**config.mk**
```make
export PLATFORM = sky130hd
export DESIGN_NAME = rx_line_status
export DESIGN_NICKNAME = d
export VERILOG_FILES = /design/src/rtl/rxls_pkg.sv /design/src/rtl/rxls_tag_fifo.sv /design/src/rtl/rxls_err_tally.sv /design/src/rtl/rxls_brk_gate.sv /design/src/rtl/rx_line_status.sv
export SDC_FILE = /design/constraint.sdc
export NUM_CORES = 1
export LEC_CHECK = 0
export ABC_AREA = 1
export BUFFER_PORTS_ARGS = -buffer_cell sky130_fd_sc_hd__clkbuf_2
export CORE_UTILIZATION = 60
export CTS_BUF_LIST = sky130_fd_sc_hd__clkbuf_8
export CTS_CLUSTER_DIAMETER = 30
export DETAILED_ROUTE_END_ITERATION = 6
export PLACE_DENSITY = 0.82
export SYNTH_ARGS = -nofsm -noshare
export SYNTH_HDL_FRONTEND = slang
export SYNTH_SLANG_ARGS = --single-unit
```
**constraint.sdc**
```tcl
create_clock -name clk -period 2.9 [get_ports clk]
set_clock_uncertainty 0.1 [all_clocks]
set_input_delay 0.29 -clock clk [delete_from_list [all_inputs] [get_ports clk]]
set_output_delay 0.29 -clock clk [all_outputs]
set_load 0.01 [all_outputs]
```
**src/rtl/rxls_pkg.sv**
```systemverilog
package rxls_pkg;
  localparam int DATA_W = 8;

  typedef struct packed {
    logic brk;
    logic fe;
    logic pe;
  } rx_tag_t;

  typedef struct packed {
    rx_tag_t           tag;
    logic [DATA_W-1:0] data;
  } rx_entry_t;

  function automatic logic parity_fault(input logic [DATA_W-1:0] d,
                                        input logic pbit,
                                        input logic en,
                                        input logic odd);
    return en & ((^d) ^ pbit ^ odd);
  endfunction

  function automatic logic tag_any(input rx_tag_t t);
    return t.brk | t.fe | t.pe;
  endfunction

  function automatic rx_entry_t make_char(input logic [DATA_W-1:0] d,
                                          input logic pbit,
                                          input logic stop,
                                          input logic en,
                                          input logic odd);
    rx_entry_t e;
    e.data    = d;
    e.tag.brk = 1'b0;
    e.tag.fe  = ~stop;
    e.tag.pe  = parity_fault(d, pbit, en, odd);
    return e;
  endfunction

  function automatic rx_entry_t make_break();
    rx_entry_t e;
    e.data    = '0;
    e.tag.brk = 1'b1;
    e.tag.fe  = 1'b0;
    e.tag.pe  = 1'b0;
    return e;
  endfunction
endpackage

```
**src/rtl/rxls_tag_fifo.sv**
```systemverilog
module rxls_tag_fifo
  import rxls_pkg::*;
#(
  parameter int DEPTH = 16,
  localparam int AW = (DEPTH > 1) ? $clog2(DEPTH) : 1,
  localparam int CW = $clog2(DEPTH + 1)
) (
  input  logic      clk,
  input  logic      rst_n,
  input  logic      push,
  input  logic      pop,
  input  rx_entry_t wr_entry,
  output rx_entry_t rd_entry,
  output logic [CW-1:0] fill,
  output logic      full,
  output logic      empty
);
  rx_entry_t mem [DEPTH];
  logic [AW-1:0] wr_ptr, rd_ptr;

  function automatic logic [AW-1:0] ptr_next(input logic [AW-1:0] p);
    return (p == AW'(DEPTH - 1)) ? '0 : p + AW'(1);
  endfunction

  always_ff @(posedge clk) begin
    if (push) mem[wr_ptr] <= wr_entry;
  end

  always_ff @(posedge clk) begin
    if (!rst_n) begin
      wr_ptr <= '0;
      rd_ptr <= '0;
      fill   <= '0;
    end else begin
      if (push) wr_ptr <= ptr_next(wr_ptr);
      if (pop)  rd_ptr <= ptr_next(rd_ptr);
      case ({push, pop})
        2'b10:   fill <= fill + CW'(1);
        2'b01:   fill <= fill - CW'(1);
        default: fill <= fill;
      endcase
    end
  end

  assign rd_entry = mem[rd_ptr];
  assign full     = (fill == CW'(DEPTH));
  assign empty    = (fill == '0);
endmodule

```
**src/rtl/rxls_err_tally.sv**
```systemverilog
module rxls_err_tally #(
  parameter int CW = 5
) (
  input  logic          clk,
  input  logic          rst_n,
  input  logic          inc,
  input  logic          dec,
  output logic [CW-1:0] cnt,
  output logic          any
);
  always_ff @(posedge clk) begin
    if (!rst_n) cnt <= '0;
    else if (inc && !dec) cnt <= cnt + CW'(1);
    else if (dec && !inc) cnt <= cnt - CW'(1);
  end
  assign any = (cnt != '0);
endmodule

```
**src/rtl/rxls_brk_gate.sv**
```systemverilog
module rxls_brk_gate (
  input  logic clk,
  input  logic rst_n,
  input  logic brk_frame,
  input  logic line_hi,
  output logic accept,
  output logic armed
);
  assign accept = brk_frame & armed;

  always_ff @(posedge clk) begin
    if (!rst_n)      armed <= 1'b1;
    else if (line_hi) armed <= 1'b1;
    else if (accept)  armed <= 1'b0;
  end
endmodule

```
**src/rtl/rx_line_status.sv**
```systemverilog
module rx_line_status
  import rxls_pkg::*;
#(
  parameter int DEPTH = 16,
  localparam int CW = $clog2(DEPTH + 1)
) (
  input  logic       clk,
  input  logic       rst_n,
  input  logic       rx_valid,
  input  logic [7:0] rx_data,
  input  logic       rx_par_bit,
  input  logic       rx_stop_bit,
  input  logic       rx_brk_frame,
  input  logic       rx_line_hi,
  input  logic       cfg_par_en,
  input  logic       cfg_par_odd,
  input  logic       tx_hold_empty,
  input  logic       tx_shift_empty,
  input  logic       lsr_rd,
  input  logic       rbr_rd,
  output logic [7:0] rbr_data,
  output logic [7:0] lsr
);
  // named internal events
  logic          brk_accept, brk_armed;
  logic          push_req, push_ok, pop_ok, ovr_evt;
  logic          full, empty, err_any;
  logic [CW-1:0] fill, err_cnt;
  logic          err_inc, err_dec;
  logic          ovr_q;
  rx_entry_t     new_entry, head;
  rx_tag_t       head_tag;

  rxls_brk_gate u_brk (
    .clk      (clk),
    .rst_n    (rst_n),
    .brk_frame(rx_brk_frame),
    .line_hi  (rx_line_hi),
    .accept   (brk_accept),
    .armed    (brk_armed)
  );

  assign new_entry = rx_brk_frame ? make_break()
                   : make_char(rx_data, rx_par_bit, rx_stop_bit, cfg_par_en, cfg_par_odd);

  assign push_req = (rx_valid & ~rx_brk_frame) | brk_accept;
  assign pop_ok   = rbr_rd & ~empty;
  assign push_ok  = push_req & (~full | pop_ok);
  assign ovr_evt  = push_req & full & ~pop_ok;

  rxls_tag_fifo #(.DEPTH(DEPTH)) u_fifo (
    .clk     (clk),
    .rst_n   (rst_n),
    .push    (push_ok),
    .pop     (pop_ok),
    .wr_entry(new_entry),
    .rd_entry(head),
    .fill    (fill),
    .full    (full),
    .empty   (empty)
  );

  assign err_inc = push_ok & tag_any(new_entry.tag);
  assign err_dec = pop_ok & tag_any(head.tag);

  rxls_err_tally #(.CW(CW)) u_tally (
    .clk  (clk),
    .rst_n(rst_n),
    .inc  (err_inc),
    .dec  (err_dec),
    .cnt  (err_cnt),
    .any  (err_any)
  );

  always_ff @(posedge clk) begin
    if (!rst_n)       ovr_q <= 1'b0;
    else if (ovr_evt) ovr_q <= 1'b1;
    else if (lsr_rd)  ovr_q <= 1'b0;
  end

  assign head_tag = empty ? '0 : head.tag;
  assign rbr_data = empty ? '0 : head.data;

  assign lsr = {err_any,
                tx_hold_empty & tx_shift_empty,
                tx_hold_empty,
                head_tag.brk,
                head_tag.fe,
                head_tag.pe,
                ovr_q,
                ~empty};
endmodule

```
## Word-level counts from Yosys, hierarchy flattened

Memories as Yosys holds them, arrays and structs flattened. A register that Yosys moved wholly into a read port is not among the register bits.
Index checks and enable logic that the tools add are counted.

| word-level totals | value |
|---|---|
| memories kept | 1 |
| bits of input ports | 21 |
| logic and storage cells | 67 |
| output and inout bits | 16 |
| RAM bits | 176 |
| register bits | 20 |

| cells by class | value |
|---|---|
| reduce and logical (&&, ||, !) cells | 11 |
| equal/unequal tests | 5 |
| bitwise logic cells | 24 |
| $add $sub $neg | 6 |
| multiplexer cells | 14 |

Memory list:

| name | depth | bits a word | rd ports | clocked after memory_dff | write ports | RTL line | text |
|---|---|---|---|---|---|---|---|
| u_fifo.mem | 16 | 11 | 1 | 1 | 1 | rxls_tag_fifo.sv:18 | `rx_entry_t mem [DEPTH];` |

Operators with widths:

| kind | number |
|---|---|
| $mux W4 | 4 |
| $mux W11 | 1 |
| $add A5 B1 Y5 const B | 2 |
| $and A1 B1 Y1 | 10 |
| $mux W5 | 2 |
| $pmux W5 S2 | 1 |
| $sub A5 B1 Y5 const B | 2 |
| $add A4 B1 Y4 const B | 2 |
| $eq A4 B4 Y1 const B | 2 |
| $mux W8 | 1 |
| $reduce_xor A8 Y1 | 1 |
| $not A1 Y1 | 6 |
| $or A1 B1 Y1 | 6 |
| $reduce_bool A2 Y1 | 3 |
| $eq A5 B5 Y1 const B | 1 |
| $logic_not A5 Y1 | 1 |
| $reduce_bool A5 Y1 | 1 |
| $mux W1 | 4 |
| $mux W3 | 1 |
| $eq A2 B1 Y1 const B | 1 |
| $eq A2 B2 Y1 const B | 1 |
| $logic_and A1 B1 Y1 | 2 |
| $logic_not A1 Y1 | 2 |
| $reduce_or A2 Y1 | 1 |
| $xor A1 B1 Y1 | 2 |

## Longest topological paths before layout

Gate-level depths: netlist of the first run.

| logic depth | value |
|---|---|
| word-level depth | 12 |
| gate-level depth with buffers | 21 |
| gate-level depth less buffers | 19 |

## By module

Synthesis of the first run repeated with hierarchy kept, for this count alone.

| second synthesis, totals | value |
|---|---|
| cell total of the unflattened synthesis | 860 |
| area total of the unflattened synthesis | 8991.1 um^2 |

By module, submodules not included:

| module | sequential area each (um^2) | area an instance (um^2) | cells each | instances |
|---|---|---|---|---|
| rxls_tag_fifo | 5625.4 | 8105.3 | 690 | 1 |
| rx_line_status | 20.0 | 466.7 | 107 | 1 |
| rxls_err_tally | 100.1 | 370.4 | 55 | 1 |
| rxls_brk_gate | 20.0 | 48.8 | 8 | 1 |

## Least setup slack after synthesis of the first run

OpenSTA, ideal clock, no wires.

| timing | value |
|---|---|
| path type | register -> register |
| start | register with a tool-made name |
| end | register u_tally.cnt[4] |
| path buffers | 2 |
| slack | 0.386 ns |
| clock period less this slack | 2.514 ns |
| setup time | 0.122 ns |
| stages on the path, launching flop included | 20 |
| data required time | 2.678 ns |
| data arrival time | 2.292 ns |
| cell sequence | dfxtp_1 > buf_6 > inv_4 > buf_2 > o21ai_0 > nand3_1 > nand3_1 > nand2_1 > nor2_1 > nand2_1 > nand2_1 > ha_1 > inv_1 > fa_1 > nand3_1 > nand2_1 > a21oi_1 > o21ai_0 > o21ai_0 > a21oi_1 |

RTL lines:

| element | RTL line | text |
|---|---|---|
| end signal: assignment | rxls_err_tally.sv:13 | `else if (inc && !dec) cnt <= cnt + CW'(1);` |
| end signal: assignment | rxls_err_tally.sv:14 | `else if (dec && !inc) cnt <= cnt - CW'(1);` |
| end: declaration | rxls_err_tally.sv:8 | `output logic [CW-1:0] cnt,` |

==> metrics.md, run 1 <==
| Metric | Value |
|---|---|
| Ys Warns | `0` |
| EDFF count, synth | `176` |
| Vias in the first global route | `6186` |
| Hold Crit Depth | `4` |
| Peak Freq | `0.338 GHz` |
| Final worst slack | `-0.0566 ns` |
| Initial core utilization | `0.618` |
| Clock slew at reported path FFs | `0.09 ns` |
| I/O pin cnt | `37` |
| ANT cells | `0` |
| Final Cycle Share | `1.02` |
| Final hold slack | `0.0236 ns` |
| Largest net degree at the start of global routing | `39` |
| Crit path capture type | `flop` |
| Commonest cells after routing, fill and taps aside | `176 x edfxtp_1, 152 x nand2_1, 123 x nor2_1` |
| Drt initial violations | `807` |
| Outcome | `finished, violations left` |
| Gr usage total | `0.289` |
| Dominant cells by area after synthesis | `edfxtp_1 61%, nand2_1 7.0%, dfxtp_1 5.6%, nor2_1 5.5%, nand3_1 3.1%` |
| DPL Wire Length | `13000 µm` |
| Crit Path Class | `reg -> reg` |
| CTS tree | `built` |
| Pwr/cell area | `818 mW/mm²` |
| Slowest cell on crit path | `dfxtp_4` |
| Worst r2r path cells | `19` |
| Synth top area share | `0.611` |
| Clock Sinks | `200` |
| Worst reg2reg endpoint | `u_tally.cnt[4]` |
| Max-slew violation count | `0` |
| Synth cell types | `30` |
| CP required | `3.18 ns` |
| Largest area contributor in the netlist | `edfxtp_1` |
| Post-route ant nets | `0` |
| RSZ-0062 raised after global routing | `yes` |
| R2R Setup Slk | `-0.06 ns` |
| Die Width | `122 µm` |
| Residual DRC | `0` |
| Vias/cell | `6.13` |
| Initial antenna violation count | `0` |
| Worst Hold Endpoint | `ovr_q` |
| Gr ovfl total | `0` |
| Clk_lat worst skew | `0.49 ns` |
| Syn Inst Count | `802` |
| Hold path start | `rbr_rd` |
| Crit path time final | `2.96 ns` |
| P&R area growth vs syn | `15.1%` |
| Post-synthesis net count | `838` |
| Wirelength per Cell | `20.3 µm` |
| Final GP Congestion | `0.943` |
| Post-synthesis sequential area ratio | `0.667` |
| Layout cells sized above 1 | `0.182` |
| Maximum fanout along the worst path | `9` |
| Syn Area/Cell | `10.8 µm²` |
| Row cnt | `43` |
| Endpoints failing hold | `0` |
| Leak | `0.00387 µW` |
| Slew margin rel. | `0.223` |
| Total Power | `8140 µW` |
| Class of the tightest hold or removal check | `in -> reg` |
| Peak supply drop | `0.592 mV` |
| Dpl ws | `-0.154 ns` |
| Htree depth | `4` |
| Max_cap viols | `0` |
| DR vias | `6538` |
| Root buf cell | `clkbuf_8` |
| Worst Setup Start Kind | `flop` |
| FFs w/ async S/R, synth | `0` |
| IO Port Bufs | `36` |
| Die area | `0.0149 mm²` |
| Core area | `0.0140 mm²` |
| Global-route wire length before repair | `31600 µm` |
| Synthesized cell area | `0.00865 mm²` |
| Commonest non-fill, non-tap cell in the layout | `edfxtp_1` |
| Fin nets | `910` |
| Failing checks | `setup timing` |
| Leading register cell type out of synthesis | `edfxtp_1` |
| Final wirelength | `21700 µm` |
| Worst slew pin tran | `1.16 ns` |
| Clk buf depth | `2` |
| Yosys reg bits | `200` |
| Die height | `122 µm` |
| Final setup fails | `1` |
| CP max stage delay | `0.42 ns` |
| Crit path cell chain | `buf_12 -> buf_8 -> inv_8 -> o21ai_2 -> nand3_1 -> nand3_2 -> nand2_1 -> nor2_2 -> nand2_2 -> nand2_1 -> ha_2 -> inv_4 -> fa_2 -> nand3_2 -> nand2_2 -> a21oi_2 -> o21ai_2 -> o21ai_1 -> a21oi_1` |
| Worst Path Arrival | `3.24 ns` |
| DRT Pass-1 Iters | `6` |
| Total CTS buffers | `17` |
==> through the flow <==
| stage | instances | util | setup TNS (ns) | instance area [µm²] |
|---|---|---|---|---|
| final | 1066 | 0.711 | -0.0566 | 9950 |
| after detailed placement | 1015 | 0.650 | -0.154 | 9100 |
| after CTS | 1049 | 0.688 | 0 | 9620 |
| after floorplan | 802 | - | 0 | 8650 |
| after global routing | 1066 | 0.711 | -0.326 | 9950 |
| after global placement | 1015 | 0.650 | 0 | 9100 |
==> registers in the layout, indices dropped and copies added, names as in the netlist, named ones only <==
signal,flops
u_fifo.rd_ptr,4
u_fifo.fill,5
ovr_q,1
u_brk.armed,1
u_fifo.wr_ptr,4
u_tally.cnt,5
u_fifo.mem,176
==> repair_timing <==
item                                    CTS  global route
pin swaps                                 0            16
buffers inserted                          0            13
gates cloned                              1             5
gates resized for setup                   9            57
hold buffers                              2             0
endpoints found under the hold margin     2             0
endpoints found under the setup margin    2             5
==> layout make-up <==
type                    count  area, µm²
repair buffers             90        699
clock inverters            14        206
flip-flops and latches    200       5770
clock buffers              17        234
fillers                   916       4040
multi-input cells         509       2560
repair inverters            3       36.3
inverters                  53        216
well taps                 180        225
==> kinds of logic after synthesis <==
group | share of synthesized area
flops | 0.667
compound gates | 0.0881
buf+inv | 0.0521
xor+xnor | 0.00608
fa+ha+maj | 0.0234
simple gates | 0.164
==> cell usage after synthesis, types with 9 or more instances <==
master,number
buf_4,9
dfxtp_1,24
edfxtp_1,176
nand3_1,54
nand2_1,162
inv_1,50
a21oi_1,42
nor2_1,126
clkbuf_1,13
o211ai_1,9
o21ai_0,47
o21ai_1,22
buf_2,10
ha_1,13
==> power by group <==
| part | switching [µW] | leakage, µW | internal [µW] |
|---|---|---|---|
| combinational | 1730 | 0.00184 | 1050 |
| clock | 953 | 0.000214 | 1010 |
| sequential | 107 | 0.00181 | 3290 |
==> critical path: cells and delay by family, from the launching register on <==
| family | cells | cell delay [ns] |
|---|---|---|
| adders and majority gates | 2 | 0.62 |
| AOI/OAI and AO/OA | 5 | 0.56 |
| buffers and inverters | 4 | 0.37 |
| and+or+nand+nor | 8 | 0.76 |
| DFF | 1 | 0.42 |
==> per-layer routing <==
layer	vias to the layer above	GRT usage	wire, µm
li1	2909	-	-
met3	73	0.0604	2020
met5	-	0	0
met4	0	0.149	804
met2	435	0.470	10800
met1	3121	0.368	8080
==> how the worst max path moves through the flow <==
stage / from / endpoint / slack, ns / depth (start not counted)
after floorplan: flop / u_tally.cnt[4] / 0.39 / 19
after global placement: flop / u_tally.cnt[4] / 0.09 / 18
after detailed placement: flop / u_tally.cnt[4] / -0.15 / 19
after CTS: flop / u_tally.cnt[4] / 0.02 / 19
after global routing: flop / u_tally.cnt[4] / -0.13 / 19
final: flop / u_tally.cnt[4] / -0.06 / 19
No activity file was read; power rests on OpenSTA's default activity.
==> run 2, diff against run 1 <==
--- a/config.mk
+++ b/config.mk
@@ -11,6 +11,7 @@
 export CTS_BUF_LIST = sky130_fd_sc_hd__clkbuf_8
 export CTS_CLUSTER_DIAMETER = 30
 export DETAILED_ROUTE_END_ITERATION = 6
+export GPL_TIMING_DRIVEN = 0
 export PLACE_DENSITY = 0.82
 export SYNTH_ARGS = -nofsm -noshare
 export SYNTH_HDL_FRONTEND = slang
==> metrics.md, run 2 (synthesized netlist as in run 1, its figures left out) <==
| Metric | Value |
|---|---|
| Residual DRC | `12 (was 0)` |
| Crit path capture type | `output pin (was flop)` |
| Placed Cells incl. Taps | `1018 (was 1015)` |
| Reg with most FFs | `u_fifo.mem (unchanged)` |
| P&R area growth vs syn | `12.1% (was 15.1%)` |
| DR vias | `6198 (was 6538)` |
| Vias in the first global route | `5480 (was 6186)` |
| Max reg flops | `176 (unchanged)` |
| Largest net degree at the start of global routing | `23 (was 39)` |
| Levels on crit path | `7 (was 19)` |
| Htree depth | `4 (unchanged)` |
| IO Port Bufs | `36 (unchanged)` |
| RSZ-0062 raised after global routing | `yes (unchanged)` |
| DRT Pass-1 Iters | `7 (was 6)` |
| WP buf/inv | `3 (was 4)` |
| Leak | `0.00375 µW (was 0.00387 µW)` |
| Failing checks | `DRC (was setup timing)` |
| Commonest non-fill, non-tap cell in the layout | `edfxtp_1 (unchanged)` |
| Row cnt | `43 (unchanged)` |
| Total CTS buffers | `17 (unchanged)` |
| Top flop regs | `u_fifo.mem: 176 flops, u_fifo.fill: 5 flops, u_tally.cnt: 5 flops (unchanged)` |
| Clk buf depth | `2 (unchanged)` |
| Die area | `0.0149 mm² (unchanged)` |
| Final Non-Filler Cells | `1059 (was 1066)` |
| Wirelength per Cell | `19.0 µm (was 20.3 µm)` |
| Final Cycle Share | `0.993 (was 1.02)` |
| Slew margin rel. | `0.0659 (was 0.223)` |
| Global-route wire length before repair | `30100 µm (was 31600 µm)` |
| DPL Wire Length | `13000 µm (about the same)` |
| Drt initial violations | `779 (was 807)` |
| Layout cells sized above 1 | `0.154 (was 0.182)` |
| Max-slew violation count | `0 (unchanged)` |
| Pwr/cell area | `812 mW/mm² (was 818 mW/mm²)` |
| Total Power | `7880 µW (was 8140 µW)` |
| Clock Sinks | `200 (unchanged)` |
| Final setup fails | `0 (was 1)` |
| Post-route setup TNS | `0 ns (was -0.0566 ns)` |
| Final wirelength | `20100 µm (was 21700 µm)` |
| Hold Crit Depth | `4 (unchanged)` |
| Clock slew at reported path FFs | `0.12 ns (was 0.09 ns)` |
| Worst Path Arrival | `2.49 ns (was 3.24 ns)` |
| Crit path cell chain | `buf_6 -> clkbuf_1 -> o21ai_0 -> o221ai_1 -> nand3_1 -> a21oi_1 -> clkbuf_2 (was buf_12 -> buf_8 -> inv_8 -> o21ai_2 -> nand3_1 -> nand3_2 -> nand2_1 -> nor2_2 -> nand2_2 -> nand2_1 -> ha_2 -> inv_4 -> fa_2 -> nand3_2 -> nand2_2 -> a21oi_2 -> o21ai_2 -> o21ai_1 -> a21oi_1)` |
| Initial core utilization | `0.618 (unchanged)` |
| Worst Setup Start Kind | `flop (unchanged)` |
| CP max stage delay | `0.40 ns (was 0.42 ns)` |
| Gr ovfl total | `0 (unchanged)` |
| Fillers | `980 (was 916)` |
| Post-route ant nets | `0 (unchanged)` |
| CP required | `2.51 ns (was 3.18 ns)` |
| Maximum fanout along the worst path | `10 (was 9)` |
| Outcome | `finished, violations left (unchanged)` |
| Endpoints failing hold | `0 (unchanged)` |
| CP delay by family, top | `compound AO/OA/AOI/OAI gates (was simple AND/OR/NAND/NOR gates)` |
| Crit path time final | `2.88 ns (was 2.96 ns)` |
| Die Width | `122 µm (unchanged)` |
| ANT cells | `0 (unchanged)` |
| DP Area | `0.00905 mm² (was 0.00910 mm²)` |
| Initial antenna violation count | `0 (unchanged)` |
| Vias/cell | `5.85 (was 6.13)` |
| Fin nets | `902 (was 910)` |
| Class of the tightest hold or removal check | `in -> reg (unchanged)` |
| Max_cap viols | `0 (unchanged)` |
| Worst r2r path cells | `20 (was 19)` |
| Final core occ | `0.693 (was 0.711)` |
| Fin area | `0.00970 mm² (was 0.00995 mm²)` |
| Core area | `0.0140 mm² (unchanged)` |
| Gr usage total | `0.279 (was 0.289)` |
| CTS tree | `built (unchanged)` |
| Die height | `122 µm (unchanged)` |
| I/O pin cnt | `37 (unchanged)` |
| Peak supply drop | `0.612 mV (was 0.592 mV)` |
| Slowest cell on crit path | `clkbuf_1 (was dfxtp_4)` |
| Peak Freq | `0.347 GHz (was 0.338 GHz)` |
| Crit Path Class | `reg -> out (was reg -> reg)` |
| Root buf cell | `clkbuf_8 (unchanged)` |
| Final GP Congestion | `0.929 (was 0.943)` |
| Commonest cells after routing, fill and taps aside | `176 x edfxtp_1, 158 x nand2_1, 124 x nor2_1 (was 176 x edfxtp_1, 152 x nand2_1, 123 x nor2_1)` |
| Clk_lat worst skew | `0.49 ns (about the same)` |
| Worst slew pin tran | `1.40 ns (was 1.16 ns)` |
[run 2: path summary, 6_finish.rpt]
kind	start	endpoint	slack (ns)
worst max-delay path	flop	rbr_data[0]	0.02
worst max register to register	flop	u_tally.cnt[2]	0.05
worst min-delay path	rbr_rd	ovr_q	0.02
worst min register to register	ovr_q	ovr_q	0.39
[run 2: routing by layer]
layer | vias to the layer above | global-route usage | share of wire
met1 | 2882 | 0.385 | 0.40
met2 | 371 | 0.443 | 0.48
met4 | 0 | 0.104 | 0.030
met3 | 56 | 0.0520 | 0.096
met5 | - | 0 | 0
li1 | 2889 | - | -
[run 2: metrics by stage]
stage                     setup slack (ns)  hold WS (ns)
after global placement             -0.0984         0.348
after global routing                -0.137        0.0338
after floorplan                      0.386         0.289
after CTS                          0.00858       0.00802
after detailed placement            -0.148         0.368
final                               0.0199        0.0215
[run 2: power breakdown]
group / switching [µW] / internal [µW] / leakage, µW / total, µW
logic: 1700 / 964 / 0.00173 / 2670
registers: 94.8 / 3290 / 0.00181 / 3380
clock network: 1150 / 674 / 0.000210 / 1820
total: 2950 / 4930 / 0.00375 / 7880
[run 2: final cells by class]
| class | count | area (µm²) | share of cell area |
|---|---|---|---|
| repair buffers | 46 | 280 | 0.0289 |
| well taps | 180 | 225 | 0.0232 |
| plain buffers | 39 | 265 | 0.0274 |
| multi-input cells | 509 | 2530 | 0.261 |
| flip-flops and latches | 200 | 5770 | 0.595 |
| clock inverters | 15 | 186 | 0.0192 |
| inverters | 53 | 209 | 0.0215 |
| clock buffers | 17 | 234 | 0.0241 |
[run 2: tightest hold or removal path, stage by stage]
cell,delay (ns)
clkbuf_2,0.12
nor3_2,0.07
nand2_1,0.05
a21oi_1,0.05
[run 2: what timing repair did]
| item | in CTS | in global routing |
|---|---|---|
| hold buffers | 3 | 0 |
| setup endpoints to repair | 4 | 3 |
| cloned | 0 | 2 |
| buffers inserted | 0 | 5 |
| gates resized for setup | 5 | 44 |
| hold endpoints to repair | 3 | 0 |
| pin swaps | 0 | 13 |
